### config.mk
export PLATFORM = sky130hd
export DESIGN_NAME = smb_blk_target
export DESIGN_NICKNAME = d
export VERILOG_FILES = /design/src/rtl/smbt_pkg.sv /design/src/rtl/smbt_line_sync.sv /design/src/rtl/smbt_regbank.sv /design/src/rtl/smbt_engine.sv /design/src/rtl/smb_blk_target.sv
export SDC_FILE = /design/constraint.sdc
export NUM_CORES = 1
export LEC_CHECK = 0
export ABC_CLOCK_PERIOD_IN_PS = 2700
export BUFFER_PORTS_ARGS = -buffer_cell sky130_fd_sc_hd__buf_2
export CAP_MARGIN = 20
export CORE_MARGIN = 3
export CORE_UTILIZATION = 35
export DETAILED_ROUTE_END_ITERATION = 8
export PLACE_DENSITY = 0.62
export SKIP_CTS_REPAIR_TIMING = 1
export SLEW_MARGIN = 5
export SYNTH_ARGS = -nofsm -noshare
export SYNTH_HDL_FRONTEND = slang
export SYNTH_HIERARCHICAL = 1
export SYNTH_SLANG_ARGS = --single-unit
export TNS_END_PERCENT = 20
### constraint.sdc
create_clock -name clk -period 2.7 [get_ports clk]
set_input_delay 0.54 -clock clk [delete_from_list [all_inputs] [get_ports clk]]
set_output_delay 0.54 -clock clk [all_outputs]
set_load 0.01 [all_outputs]
### src/rtl/smbt_pkg.sv
package smbt_pkg;
   localparam int IDX_W = 8;
   typedef enum logic [1:0] {M_IDLE, M_RX, M_TX} mode_t;
   typedef enum logic [1:0] {PH_ADDR, PH_INDEX, PH_COUNT, PH_DATA} phase_t;
endpackage

### src/rtl/smbt_line_sync.sv
module smbt_line_sync #(
   parameter int STAGES = 2
) (
   input  logic clk,
   input  logic rst_n,
   input  logic scl_i,
   input  logic sda_i,
   output logic scl_s,
   output logic sda_s,
   output logic scl_rise,
   output logic scl_fall,
   output logic start_evt,
   output logic stop_evt
);
   logic [STAGES-1:0] scl_sh, sda_sh;
   logic              scl_d, sda_d;

   always_ff @(posedge clk or negedge rst_n) begin
      if (!rst_n) begin
         scl_sh <= '1;
         sda_sh <= '1;
         scl_d  <= 1'b1;
         sda_d  <= 1'b1;
      end else begin
         scl_sh <= {scl_sh[STAGES-2:0], scl_i};
         sda_sh <= {sda_sh[STAGES-2:0], sda_i};
         scl_d  <= scl_sh[STAGES-1];
         sda_d  <= sda_sh[STAGES-1];
      end
   end

   assign scl_s     = scl_sh[STAGES-1];
   assign sda_s     = sda_sh[STAGES-1];
   assign scl_rise  = scl_s & ~scl_d;
   assign scl_fall  = ~scl_s & scl_d;
   assign start_evt = scl_s & scl_d & sda_d & ~sda_s;
   assign stop_evt  = scl_s & scl_d & ~sda_d & sda_s;
endmodule

### src/rtl/smbt_regbank.sv
module smbt_regbank import smbt_pkg::*; #(
   parameter int         NREG    = 9,
   parameter int         CNT_IDX = 8,
   parameter logic [7:0] OUT_RST = 8'hFF,
   parameter logic [7:0] CNT_RST = 8'h08
) (
   input  logic              clk,
   input  logic              rst_n,
   input  logic              we,
   input  logic [IDX_W-1:0]  idx,
   input  logic [7:0]        wdata,
   output logic [7:0]        rdata,
   output logic [7:0]        cnt_val,
   output logic [NREG*8-1:0] bank_o
);
   logic [7:0] regs [NREG];

   for (genvar i = 0; i < NREG; i++) begin : g_reg
      localparam logic [7:0] RST_V = (i == CNT_IDX) ? CNT_RST : OUT_RST;
      always_ff @(posedge clk or negedge rst_n) begin
         if (!rst_n)
            regs[i] <= RST_V;
         else if (we && idx == IDX_W'(i))
            regs[i] <= wdata;
      end
      assign bank_o[8*i +: 8] = regs[i];
   end

   always_comb begin
      rdata = 8'h00;
      for (int i = 0; i < NREG; i++)
         if (idx == IDX_W'(i)) rdata = regs[i];
   end

   assign cnt_val = regs[CNT_IDX];
endmodule

### src/rtl/smbt_engine.sv
module smbt_engine import smbt_pkg::*; #(
   parameter int         NREG      = 9,
   parameter logic [6:0] ADDR_BASE = 7'h6E
) (
   input  logic             clk,
   input  logic             rst_n,
   input  logic [2:0]       sel_i,
   input  logic             scl_rise,
   input  logic             scl_fall,
   input  logic             start_evt,
   input  logic             stop_evt,
   input  logic             sda_s,
   input  logic [7:0]       rd_data,
   input  logic [7:0]       cnt_val,
   output logic             drv_o,
   output logic             wr_en_o,
   output logic [IDX_W-1:0] ptr_o,
   output logic [7:0]       wr_data_o,
   output logic             busy_o,
   output logic [3:0]       cnt_o,
   output logic [2:0]       sel_q_o,
   output logic             sel_cap_o
);
   localparam logic [IDX_W:0]   NREG_W = (IDX_W+1)'(NREG);
   localparam logic [IDX_W-1:0] LAST   = IDX_W'(NREG - 1);

   mode_t            mode;
   phase_t           phase;
   logic [3:0]       cnt;
   logic [7:0]       shreg, txb, remain;
   logic [IDX_W-1:0] ptr, nxt_ptr;
   logic             drv, go_tx, host_nack;
   logic [2:0]       sel_q;
   logic             sel_cap;
   logic [6:0]       my_addr;
   logic             rx_done;

   always_ff @(posedge clk or negedge rst_n) begin
      if (!rst_n) begin
         sel_q   <= 3'b000;
         sel_cap <= 1'b0;
      end else if (!sel_cap) begin
         sel_q   <= sel_i;
         sel_cap <= 1'b1;
      end
   end

   assign my_addr = ADDR_BASE ^ {4'b0000, sel_q};
   assign nxt_ptr = (ptr == LAST) ? '0 : ptr + 1'b1;
   assign rx_done = scl_fall && mode == M_RX && cnt == 4'd8;
   assign wr_en_o = rx_done && phase == PH_DATA && remain != 8'h00 &&
                    {1'b0, ptr} < NREG_W;

   always_ff @(posedge clk or negedge rst_n) begin
      if (!rst_n) begin
         mode      <= M_IDLE;
         phase     <= PH_ADDR;
         cnt       <= '0;
         shreg     <= '0;
         txb       <= '0;
         remain    <= '0;
         ptr       <= '0;
         drv       <= 1'b0;
         go_tx     <= 1'b0;
         host_nack <= 1'b0;
      end else if (start_evt) begin
         mode  <= M_RX;
         phase <= PH_ADDR;
         cnt   <= '0;
         drv   <= 1'b0;
         go_tx <= 1'b0;
      end else if (stop_evt) begin
         mode  <= M_IDLE;
         cnt   <= '0;
         drv   <= 1'b0;
         go_tx <= 1'b0;
      end else if (mode != M_IDLE) begin
         if (scl_rise) begin
            if (cnt < 4'd8) begin
               if (mode == M_RX) shreg <= {shreg[6:0], sda_s};
               cnt <= cnt + 4'd1;
            end else if (cnt == 4'd8) begin
               host_nack <= sda_s;
               cnt       <= 4'd9;
            end
         end else if (scl_fall) begin
            if (cnt == 4'd8) begin
               if (mode == M_TX) begin
                  drv <= 1'b0;
               end else begin
                  case (phase)
                     PH_ADDR: begin
                        if (shreg[7:1] == my_addr) begin
                           drv <= 1'b1;
                           if (shreg[0]) go_tx <= 1'b1;
                           else          phase <= PH_INDEX;
                        end else begin
                           mode <= M_IDLE;
                           drv  <= 1'b0;
                        end
                     end
                     PH_INDEX: begin
                        ptr   <= shreg;
                        drv   <= 1'b1;
                        phase <= PH_COUNT;
                     end
                     PH_COUNT: begin
                        remain <= shreg;
                        drv    <= 1'b1;
                        phase  <= PH_DATA;
                     end
                     default: begin
                        if (remain != 8'h00) begin
                           drv    <= 1'b1;
                           remain <= remain - 8'h01;
                           ptr    <= nxt_ptr;
                        end else begin
                           mode <= M_IDLE;
                           drv  <= 1'b0;
                        end
                     end
                  endcase
               end
            end else if (cnt == 4'd9) begin
               cnt <= '0;
               if (mode == M_TX) begin
                  if (host_nack) begin
                     mode <= M_IDLE;
                     drv  <= 1'b0;
                  end else begin
                     txb <= rd_data;
                     drv <= ~rd_data[7];
                     ptr <= nxt_ptr;
                  end
               end else if (go_tx) begin
                  mode  <= M_TX;
                  txb   <= cnt_val;
                  drv   <= ~cnt_val[7];
                  go_tx <= 1'b0;
               end else begin
                  drv <= 1'b0;
               end
            end else if (mode == M_TX && cnt != 4'd0) begin
               drv <= ~txb[3'd7 - cnt[2:0]];
            end
         end
      end
   end

   assign drv_o     = drv;
   assign ptr_o     = ptr;
   assign wr_data_o = shreg;
   assign busy_o    = mode != M_IDLE;
   assign cnt_o     = cnt;
   assign sel_q_o   = sel_q;
   assign sel_cap_o = sel_cap;
endmodule

### src/rtl/smb_blk_target.sv
module smb_blk_target import smbt_pkg::*; #(
   parameter int         NREG        = 9,
   parameter int         CNT_IDX     = 8,
   parameter logic [6:0] ADDR_BASE   = 7'h6E,
   parameter logic [7:0] OUT_RST     = 8'hFF,
   parameter logic [7:0] CNT_RST     = 8'h08,
   parameter int         SYNC_STAGES = 2
) (
   input  logic              clk,
   input  logic              rst_n,
   input  logic [2:0]        sel_i,
   input  logic              scl_i,
   input  logic              sda_i,
   output logic              sda_drive_low_o,
   output logic [NREG*8-1:0] reg_bank_o
);
   if (NREG < 2 || NREG > (1 << IDX_W)) begin : g_bad_nreg
      $error("NREG must lie between 2 and the index range");
   end
   if (CNT_IDX < 0 || CNT_IDX >= NREG) begin : g_bad_cnt
      $error("CNT_IDX must name an implemented register");
   end
   if (SYNC_STAGES < 2) begin : g_bad_sync
      $error("SYNC_STAGES must be at least 2");
   end

   logic             scl_s, sda_s, scl_rise, scl_fall, start_evt, stop_evt;
   logic             wr_en, busy, sel_cap;
   logic [IDX_W-1:0] ptr;
   logic [7:0]       wr_data, rd_data, cnt_val;
   logic [3:0]       bit_cnt;
   logic [2:0]       sel_q;

   smbt_line_sync #(.STAGES(SYNC_STAGES)) u_sync (
      .clk(clk), .rst_n(rst_n), .scl_i(scl_i), .sda_i(sda_i),
      .scl_s(scl_s), .sda_s(sda_s), .scl_rise(scl_rise), .scl_fall(scl_fall),
      .start_evt(start_evt), .stop_evt(stop_evt)
   );

   smbt_engine #(.NREG(NREG), .ADDR_BASE(ADDR_BASE)) u_eng (
      .clk(clk), .rst_n(rst_n), .sel_i(sel_i),
      .scl_rise(scl_rise), .scl_fall(scl_fall),
      .start_evt(start_evt), .stop_evt(stop_evt), .sda_s(sda_s),
      .rd_data(rd_data), .cnt_val(cnt_val),
      .drv_o(sda_drive_low_o), .wr_en_o(wr_en), .ptr_o(ptr),
      .wr_data_o(wr_data), .busy_o(busy), .cnt_o(bit_cnt),
      .sel_q_o(sel_q), .sel_cap_o(sel_cap)
   );

   smbt_regbank #(.NREG(NREG), .CNT_IDX(CNT_IDX),
                  .OUT_RST(OUT_RST), .CNT_RST(CNT_RST)) u_bank (
      .clk(clk), .rst_n(rst_n), .we(wr_en), .idx(ptr), .wdata(wr_data),
      .rdata(rd_data), .cnt_val(cnt_val), .bank_o(reg_bank_o)
   );
endmodule

# Yosys cells after proc, flatten, opt, wreduce, memory -nomap -nowiden
# Index checks and enable logic that the tools add are counted.
word_totals:
  elab_cells: 224
  regBits: 125
  inputBits: 7
classes:
  reduce_logical: 49
  order_cmp: 3
  addsub: 4
  mux: 84
  bitwise: 22
  eq_ne: 37
op_table:
  columns: ["operator", "count"]
  rows:
  - ["$mux 8", 20]
  - ["$mux 2", 22]
  - ["$mux 4", 9]
  - ["$eq 8x3->1 const B", 4]
  - ["$pmux 8 s2", 2]
  - ["$mux 1", 27]
  - ["$reduce_and 9->1", 3]
  - ["$ne 4x4->1 const B", 5]
  - ["$reduce_bool 4->1", 5]
  - ["$eq 8x2->1 const B", 2]
  - ["$reduce_bool 2->1", 8]
  - ["$logic_and 1x1->1", 15]
  - ["$not 1->1", 14]
  - ["$ne 2x2->1 const B", 6]
  - ["$reduce_and 6->1", 2]
  - ["$reduce_and 11->1", 1]
  - ["$ne 5x5->1 const B", 2]
  - ["$reduce_and 10->1", 1]
  - ["$reduce_bool 5->1", 2]
  - ["$reduce_bool 3->1", 3]
  - ["$add 8x1->8 const B", 1]
  - ["$eq 4x4->1 const B", 2]
  - ["$eq 8x1->1 const B", 1]
  - ["$eq 8x4->1 const B", 1]
  - ["28 further kinds", 41]

# Depth between registers and ports, before layout
# Gate-level depths: netlist of run 1.
depth:
  word_depth: 20
  mapped_depth: 11
  ltp_nobuf: 9

# Cells and area by module
# The synthesis of run 1 kept the hierarchy.
by_module_without_submodules:
  columns: ["module", "seq_area_each_um2", "cells_each", "n_inst", "area_per_inst_um2"]
  rows:
  - ["smbt_regbank", 1883.1, 265, 1, 3540.9]
  - ["smbt_engine", 1176.1, 320, 1, 2991.6]
  - ["smbt_line_sync", 157.7, 10, 1, 190.2]

# Worst setup path before layout of run 1
# No wires, ideal clock.
synth_timing:
  path_type: "register to register"
  start: "reg u_eng.ptr[5], in the netlist u_eng/ptr_o[5]"
  end: "reg u_eng.drv, in the netlist u_eng/drv_o"
  arrival_time_ps: 2486
  path_slack_ps: 127
  required_ps: 2613
  path_stages_with_launch: 10
  path_cell_list: "dfrtp_1 -> or4_4 -> nor3b_4 -> nand3_1 -> o221ai_1 -> a21oi_1 -> nor3_1 -> o311ai_0 -> or3_1 -> o211ai_1"
synth_via:
  elab_chain_cells: 20
  elab_cells_between_ends: 28
  cone_classes: "eq/ne: 8; mux: 18; bitwise: 1; reduce/logical: 1"
synth_rtl:
  columns: ["item", "line_no", "source"]
  rows:
  - ["start: declaration", "smbt_engine.sv:31", "logic [IDX_W-1:0] ptr, nxt_ptr;"]
  - ["start signal: assignment", "smbt_engine.sv:103", "ptr <= shreg;"]
  - ["start signal: assignment", "smbt_engine.sv:116", "ptr <= nxt_ptr;"]
  - ["start signal: assignment", "smbt_engine.sv:133", "ptr <= nxt_ptr;"]
  - ["$logic_not 8->1", "smbt_regbank.sv:32", "if (idx == IDX_W'(i)) rdata = regs[i];"]
  - ["$mux 8 (8 in series)", "smbt_regbank.sv:32", null]
  - ["$mux 8 *", "smbt_regbank.sv:32", null]
  - ["named net rd_data[7]", "smb_blk_target.sv:30", "logic [7:0] wr_data, rd_data, cnt_val;"]
  - ["$not 1->1 *", "smbt_engine.sv:132", "drv <= ~rd_data[7];"]
  - ["$mux 1 *", "smbt_engine.sv:127", "if (host_nack) begin"]
  - ["$mux 1 *", "smbt_engine.sv:126", "if (mode == M_TX) begin"]
  - ["$mux 1 *", "smbt_engine.sv:124", "end else if (cnt == 4'd9) begin"]
  - ["$mux 1 *", "smbt_engine.sv:87", "if (cnt == 4'd8) begin"]
  - ["$mux 1 *", "smbt_engine.sv:86", "end else if (scl_fall) begin"]
  - ["$mux 1 *", "smbt_engine.sv:78", "if (scl_rise) begin"]
  - ["$mux 1 *", "smbt_engine.sv:77", "end else if (mode != M_IDLE) begin"]
  - ["$mux 1 *", "smbt_engine.sv:72", "end else if (stop_evt) begin"]
  - ["$mux 1 *", "smbt_engine.sv:66", "end else if (start_evt) begin"]
  - ["end signal: assignment", "smbt_engine.sv:132", null]
  - ["end signal: assignment", "smbt_engine.sv:138", "drv <= ~cnt_val[7];"]
  - ["end signal: assignment", "smbt_engine.sv:144", "drv <= ~txb[3'd7 - cnt[2:0]];"]
  - ["end: declaration", "smbt_engine.sv:32", "logic drv, go_tx, host_nack;"]
# The timed path passes the listed nets; every way through them passes the cells marked *. The select of a mux whose other input is x is not followed.
# A chain may end at the register's enable or synchronous reset.

# Final worst setup path of run 1
# Ends and elaborated chain as after synthesis.

==> summary.txt, run 1 <==
Worst setup path
  • CP Data Required Time: 3.03 ns
  • Worst-path fanout max: 7
  • Setup crit end kind: register
  • Setup crit end: u_eng/drv_o
  • CP Launch Type: register
  • R2R depth: 9
  • Reg2Reg Setup Slack: 0.14 ns
  • Reg2reg start: u_eng/ptr_o[5]
  • Critical Path Start: u_eng/ptr_o[5]
  • Crit Path Category: register to register
  • FF-to-FF End: u_eng/drv_o
  • Worst path arrival time: 2.89 ns

Global routing
  • M3 GR Usage: 0.0443
  • Met1 Usage GRT: 0.226
  • Met2 GRT Util: 0.277
  • Most Crowded Layer GR: met2
  • GRT overflow: 0
  • Initial antenna violation count: 0
  • Vias in the first global route: 5233
  • First-pass GRT wire length: 28200 um
  • Total GRT Usage: 0.174
  • Largest net degree at the start of global routing: 65

Timing
  • Max Clk Rate: 0.391 GHz
  • Final hold vios: 0
  • Final setup viols: 0
  • Relative slew slack: 0.507
  • Tcrit/Tclk final: 0.948
  • Worst Skew: 0.0104 ns
  • Slew Limit Fails: 0
  • RSZ-0062 raised after global routing: false
  • Worst-margin pin slew: 0.740 ns
  • Hold Slack: 0.0284 ns
  • Fin Setup TNS: 0 ns
  • Worst setup margin: 0.141 ns
  • Final min period: 2.56 ns

Route
  • DR pass1 iterations: 4
  • Per-cell routed wire length: 19.0 um
  • DR vias: 5097
  • DRC: 0
  • Vias/cell: 5.43
  • ANT nets after route: 0
  • Routed Wire Length: 17800 um
  • DR iter-0 viols: 350

Logic synthesis
  • Top area cells in the synthesized netlist: dfstp_2, dfrtp_1, mux2_2
  • Most numerous cell in the Yosys netlist: mux2_2
  • Syn nets: 614
  • Share of the synthesized area in the top cell type: 0.277
  • Post-synthesis sequential area ratio: 0.479
  • Post-synth top cells: mux2_2, dfstp_2, dfrtp_1
  • Yosys top cell by area: dfstp_2
  • Avg Cell Area, Syn: 11.3 um^2
  • Register bit total from synthesis: 125
  • Syn Std Cell Area: 0.00672 mm^2
  • Ys async rst share: 1.00
  • Post-synth cell types: 72
  • Ys Warns: 6
  • Post-Syn Instances: 595
  • EDFF count, synth: 0
  • Top FF cell, synth: dfstp_2

Die
  • Starting Density: 0.358
  • Die Footprint: 0.0209 mm^2
  • Row cnt: 50
  • Core region area: 0.0188 mm^2
  • Die W: 145 um
  • IO Count: 80
  • Die H: 145 um

Clock network
  • Clock insertion delay at the later pin of the skew report: 0.42 ns
  • H-tree Lvls: 4
  • CTS Buf Count: 17
  • CTS Buffer Depth: 2
  • CTS Root Buffer Type: clkbuf_16
  • Clock-pin transition on the worst setup and hold timing paths: 0.06 ns
  • Total clock sinks: 125
  • CTS tree: yes

Pwr
  • Peak VDD IR: 439 uV
  • PwrDens: 600 mW/mm^2
  • Leakage: 3.62 nW

Run status
  • Status: finished clean

Layout
  • Post-route design area: 0.00808 mm^2
  • ANT cells: 0
  • Share of cells above drive strength 1: 0.477
  • Syn-to-layout area delta: 20.1%
  • # nets final: 711

Placement
  • Port bufs: 79
  • Detail Placement HPWL: 12500 um
  • Gp weighted congestion: 0.939
  • Pre-CTS setup slack: 0.193 ns
  • Dpl cell area: 0.00749 mm^2

Hold path
  • HP Class: input port to async pin

Flow run
  • MaxCap Viol Count: 0
-- cells by family (layout without fill, tap and decap cells) --
family | count (synthesis) | count (layout) | synth area share
AOI/OAI and AO/OA | 117 | 117 | 0.110
xor gates and xnor gates | 4 | 4 | 0.00521
adders and majority gates | 12 | 12 | 0.0223
buffers and inverters | 47 | 157 | 0.0352
DFF | 125 | 125 | 0.479
muxes | 114 | 114 | 0.199
other | 1 | 1 | 0.000558
and+or+nand+nor | 175 | 175 | 0.149
-- layout make-up --
class | instances | area [um^2]
fill | 1756 | 10700
multi-input combinational | 423 | 3270
sequential | 125 | 3220
timing repair buffer | 112 | 658
clock buffer | 22 | 484
tap | 234 | 293
clock inverter | 10 | 103
inverter | 13 | 48.8
-- stage by stage --
step / cells / total power, mW / utilization
floorplan: 595 / 2.31 / -
global placement: 907 / 2.62 / 0.399
detailed placement: 907 / 2.63 / 0.399
CTS: 939 / 4.89 / 0.430
global route: 939 / 5.02 / 0.430
finish: 939 / 4.84 / 0.430
-- cells in the final DEF (no fill, tap or decap), types with 4 or more instances in the layout --
cell / n
nand2_1: 48
a21oi_1: 30
o22ai_1: 4
o21ai_0: 28
dfstp_2: 71
nor3_1: 12
buf_2: 78
mux2i_1: 14
mux4_2: 6
a31oi_1: 6
clkbuf_16: 17
a22o_1: 4
nor4_1: 5
buf_4: 33
inv_1: 13
nand2b_1: 5
and3_1: 8
nor2b_1: 11
nand3_1: 19
dfrtp_1: 54
nor2_1: 28
nor3b_1: 5
clkbuf_8: 4
o21ai_1: 11
nand3b_1: 4
a211oi_1: 10
mux2_2: 93
ha_1: 12
-- sequential cells by signal, summed over array words and instances, names as in the netlist --
signal	count
u_bank/bank_o	64
u_bank/cnt_val	8
u_eng/cnt_o	4
u_eng/drv_o	1
u_eng/go_tx	1
u_eng/host_nack	1
u_eng/mode	2
u_eng/phase	2
u_eng/ptr_o	8
u_eng/remain	8
u_eng/sel_cap_o	1
u_eng/sel_q_o	3
u_eng/txb	8
u_eng/wr_data_o	8
u_sync/scl_d	1
u_sync/scl_sh	2
u_sync/sda_d	1
u_sync/sda_sh	2
-- critical path, cell delays in order, from the launching register on --
cell      delay [ns]
dfrtp_1         0.44
or4_4           0.59
nor3b_4         0.21
nand3_1         0.12
o221ai_1        0.22
a21oi_2         0.07
nor3_1          0.18
o311ai_0        0.16
or3_1           0.38
o211ai_1        0.09
-- metal layers --
layer / up-vias / wire length [um]
met5: - / 0
met4: 0 / 484
met3: 35 / 1030
met2: 150 / 8520
met1: 2548 / 7810
li1: 2364 / -
-- power by group --
group          internal, mW  switching, mW  total, mW
registers              1.95          0.131       2.08
clock network          1.38          0.868       2.24
logic                 0.181          0.334      0.515
total                  3.51           1.33       4.84
-- worst min path at each step --
stage / depth (start not counted) / endpoint / slack, ns
6_report: 1 / u_eng/mode[0] / 0.03
5_1_grt: 1 / u_eng/mode[0] / 0.04
4_1_cts: 1 / u_eng/mode[0] / 0.03
3_5_place_dp: 0 / u_sync/scl_sh[1] / 0.35
3_3_place_gp: 0 / u_sync/sda_sh[1] / 0.35
2_1_floorplan: 0 / u_bank/cnt_val[0] / 0.24
Power figures use the tool's default switching activity.
==> run 2, diff against run 1 <==
- CELL_PAD_IN_SITES_DETAIL_PLACEMENT: not set -> 1
- CELL_PAD_IN_SITES_GLOBAL_PLACEMENT: not set -> 2
- CTS_BUF_LIST: not set -> sky130_fd_sc_hd__clkbuf_4
- PLACE_DENSITY: 0.62 -> 0.84
==> summary.txt, run 2 (synthesis gave the netlist of run 1 again) <==
Timing
  • Worst-margin pin slew: 0.723 ns (was 0.740 ns)
  • Worst Skew: 0.0219 ns (was 0.0104 ns)
  • Relative slew slack: 0.518 (was 0.507)
  • Max Clk Rate: 0.379 GHz (was 0.391 GHz)
  • Final min period: 2.64 ns (was 2.56 ns)
  • Final hold vios: 0 (unchanged)
  • Tcrit/Tclk final: 0.976 (was 0.948)
  • Slew Limit Fails: 0 (unchanged)
  • RSZ-0062 raised after global routing: true (was false)
  • Final setup viols: 0 (unchanged)

Layout
  • # nets final: 720 (was 711)
  • Max reg flops: 64 (unchanged)
  • ANT cells: 0 (unchanged)
  • Share of cells above drive strength 1: 0.493 (was 0.477)
  • Syn-to-layout area delta: 17.5% (was 20.1%)
  • Most common cell after layout, fill and taps aside: mux2_2 (unchanged)
  • Post-layout util: 0.421 (was 0.430)
  • Commonest non-fill, non-tap cells in the layout: mux2_2, buf_2, dfstp_2 (unchanged)

Pwr
  • Power Internal: 2.72 mW (was 3.51 mW)
  • Sw power: 1.32 mW (was 1.33 mW)
  • PwrDens: 512 mW/mm^2 (was 600 mW/mm^2)
  • Switch share: 0.326 (was 0.275)
  • Peak VDD IR: 373 uV (was 439 uV)
  • Clock network power share: 0.350 (was 0.463)
  • Sequential power share: 0.513 (was 0.430)
  • Tot Pwr: 4.04 mW (was 4.84 mW)
  • Leakage: 3.55 nW (was 3.62 nW)
  • Combinational group share of total power: 0.137 (was 0.106)

Worst setup path
  • Critical Path Start: u_eng/remain[0] (was u_eng/ptr_o[5])
  • CP Launch Type: register (unchanged)
  • Largest stage delay on the critical path: 0.48 ns (was 0.59 ns)
  • Critical Path Stages: 8 (was 9)
  • Reg2Reg Setup Slack: 0.06 ns (was 0.14 ns)
  • Setup crit end kind: register (unchanged)
  • Worst path arrival time: 3.16 ns (was 2.89 ns)
  • Setup crit end: u_bank/bank_o[4] (was u_eng/drv_o)
  • Reg2reg start: u_eng/remain[0] (was u_eng/ptr_o[5])
  • Crit Path Category: register to register (unchanged)
  • Worst Path Buf+Inv: 2 (was 0)
  • R2R depth: 8 (was 9)
  • FF-to-FF End: u_bank/bank_o[4] (was u_eng/drv_o)
  • CP Data Required Time: 3.22 ns (was 3.03 ns)
  • Worst-path cell chain: inv_1 > ha_1 > or3b_2 > nor2_2 > nor4_2 > buf_4 > and3_1 > mux2_2 (was or4_4 > nor3b_4 > nand3_1 > o221ai_1 > a21oi_2 > nor3_1 > o311ai_0 > or3_1 > o211ai_1)
  • Critical Path Slowest Stage Cell: and3_1 (was or4_4)
  • CP top delay family: simple AND/OR/NAND/NOR gates (unchanged)
  • Worst-path fanout max: 8 (was 7)

Route
  • Per-cell routed wire length: 21.5 um (was 19.0 um)
  • Routed Wire Length: 20400 um (was 17800 um)
  • DR iter-0 viols: 288 (was 350)
  • Vias/cell: 5.60 (was 5.43)
  • DRC: 0 (unchanged)
  • DR vias: 5306 (was 5097)
  • DR pass1 iterations: 4 (unchanged)
  • ANT nets after route: 0 (unchanged)

Clock network
  • H-tree Lvls: 4 (unchanged)
  • Total clock sinks: 125 (unchanged)
  • CTS Buf Count: 17 (unchanged)
  • CTS Root Buffer Type: clkbuf_4 (was clkbuf_16)
  • Clock-pin transition on the worst setup and hold timing paths: 0.12 ns (was 0.06 ns)
  • Clock insertion delay at the later pin of the skew report: 0.59 ns (was 0.42 ns)
  • CTS Buffer Depth: 2 (unchanged)
  • CTS tree: yes (unchanged)

Die
  • Die Footprint: 0.0209 mm^2 (unchanged)
  • IO Count: 80 (unchanged)
  • Core region area: 0.0188 mm^2 (unchanged)
  • Die W: 145 um (unchanged)
  • Starting Density: 0.358 (unchanged)
  • Die H: 145 um (unchanged)
  • Row cnt: 50 (unchanged)

Global routing
  • GRT overflow: 0 (unchanged)
  • First-pass GRT wire length: 32400 um (was 28200 um)
  • Total GRT Usage: 0.203 (was 0.174)
  • Vias in the first global route: 5732 (was 5233)
  • Initial antenna violation count: 0 (unchanged)
  • Largest net degree at the start of global routing: 47 (was 65)

Placement
  • Detail Placement HPWL: 14400 um (was 12500 um)
  • Port bufs: 79 (unchanged)
  • Gp weighted congestion: 0.895 (was 0.939)

Flow run
  • MaxCap Viol Count: 0 (unchanged)

Hold path
  • HP Class: input port to register (was input port to async pin)

Run status
  • Status: finished clean (unchanged)
run 2: layer usage:
| layer | vias to the layer above | global-route usage | part of all wire |
|---|---|---|---|
| met3 | 35 | 0.0516 | 0.049 |
| met1 | 2724 | 0.260 | 0.44 |
| met4 | 0 | 0.0619 | 0.023 |
| met5 | - | 0 | 0 |
| li1 | 2395 | - | - |
| met2 | 152 | 0.341 | 0.48 |
run 2: worst min-delay path by stage:
stage                     slack (ns)              from  depth (start not counted)                 to
after floorplan                 0.24             rst_n                          0  u_bank/cnt_val[0]
after global placement          0.35  u_sync/scl_sh[0]                          0   u_sync/scl_sh[1]
after detailed placement        0.35  u_sync/scl_sh[0]                          0   u_sync/scl_sh[1]
after CTS                      -0.02             rst_n                          1     u_eng/cnt_o[2]
after global routing            0.01             sda_i                          1   u_sync/sda_sh[0]
final                           0.05             sda_i                          1   u_sync/sda_sh[0]
run 2: final cells by class:
class / count / area, um^2
inverters: 13 / 48.8
repair buffers: 121 / 741
well taps: 234 / 293
flip-flops and latches: 125 / 3220
fillers: 2095 / 10900
clock buffers: 17 / 128
clock inverters: 15 / 171
multi-input cells: 423 / 3300
run 2: power groups by stage:
stage               registers (mW)  logic, mW  clock network, mW
finish                        2.07      0.553               1.42
global route                  2.08      0.598               1.55
CTS                           2.07      0.556               1.45
detailed placement            2.11      0.552                  0
global placement              2.09      0.534                  0
floorplan                     2.11      0.198                  0
run 2: per-stage QoR:
step	hold slack, ns	worst slack (ns)	cells	instance area (um^2)	TNS [ns]
4_1_cts	-0.0243	-0.0924	945	7840	-1.49
2_1_floorplan	0.244	0.127	595	6720	0
5_1_grt	0.0125	-0.0356	948	7900	-0.270
6_report	0.0543	0.0646	948	7900	0
3_3_place_gp	0.351	0.0262	913	7540	0
3_5_place_dp	0.347	-0.0495	913	7540	-0.374
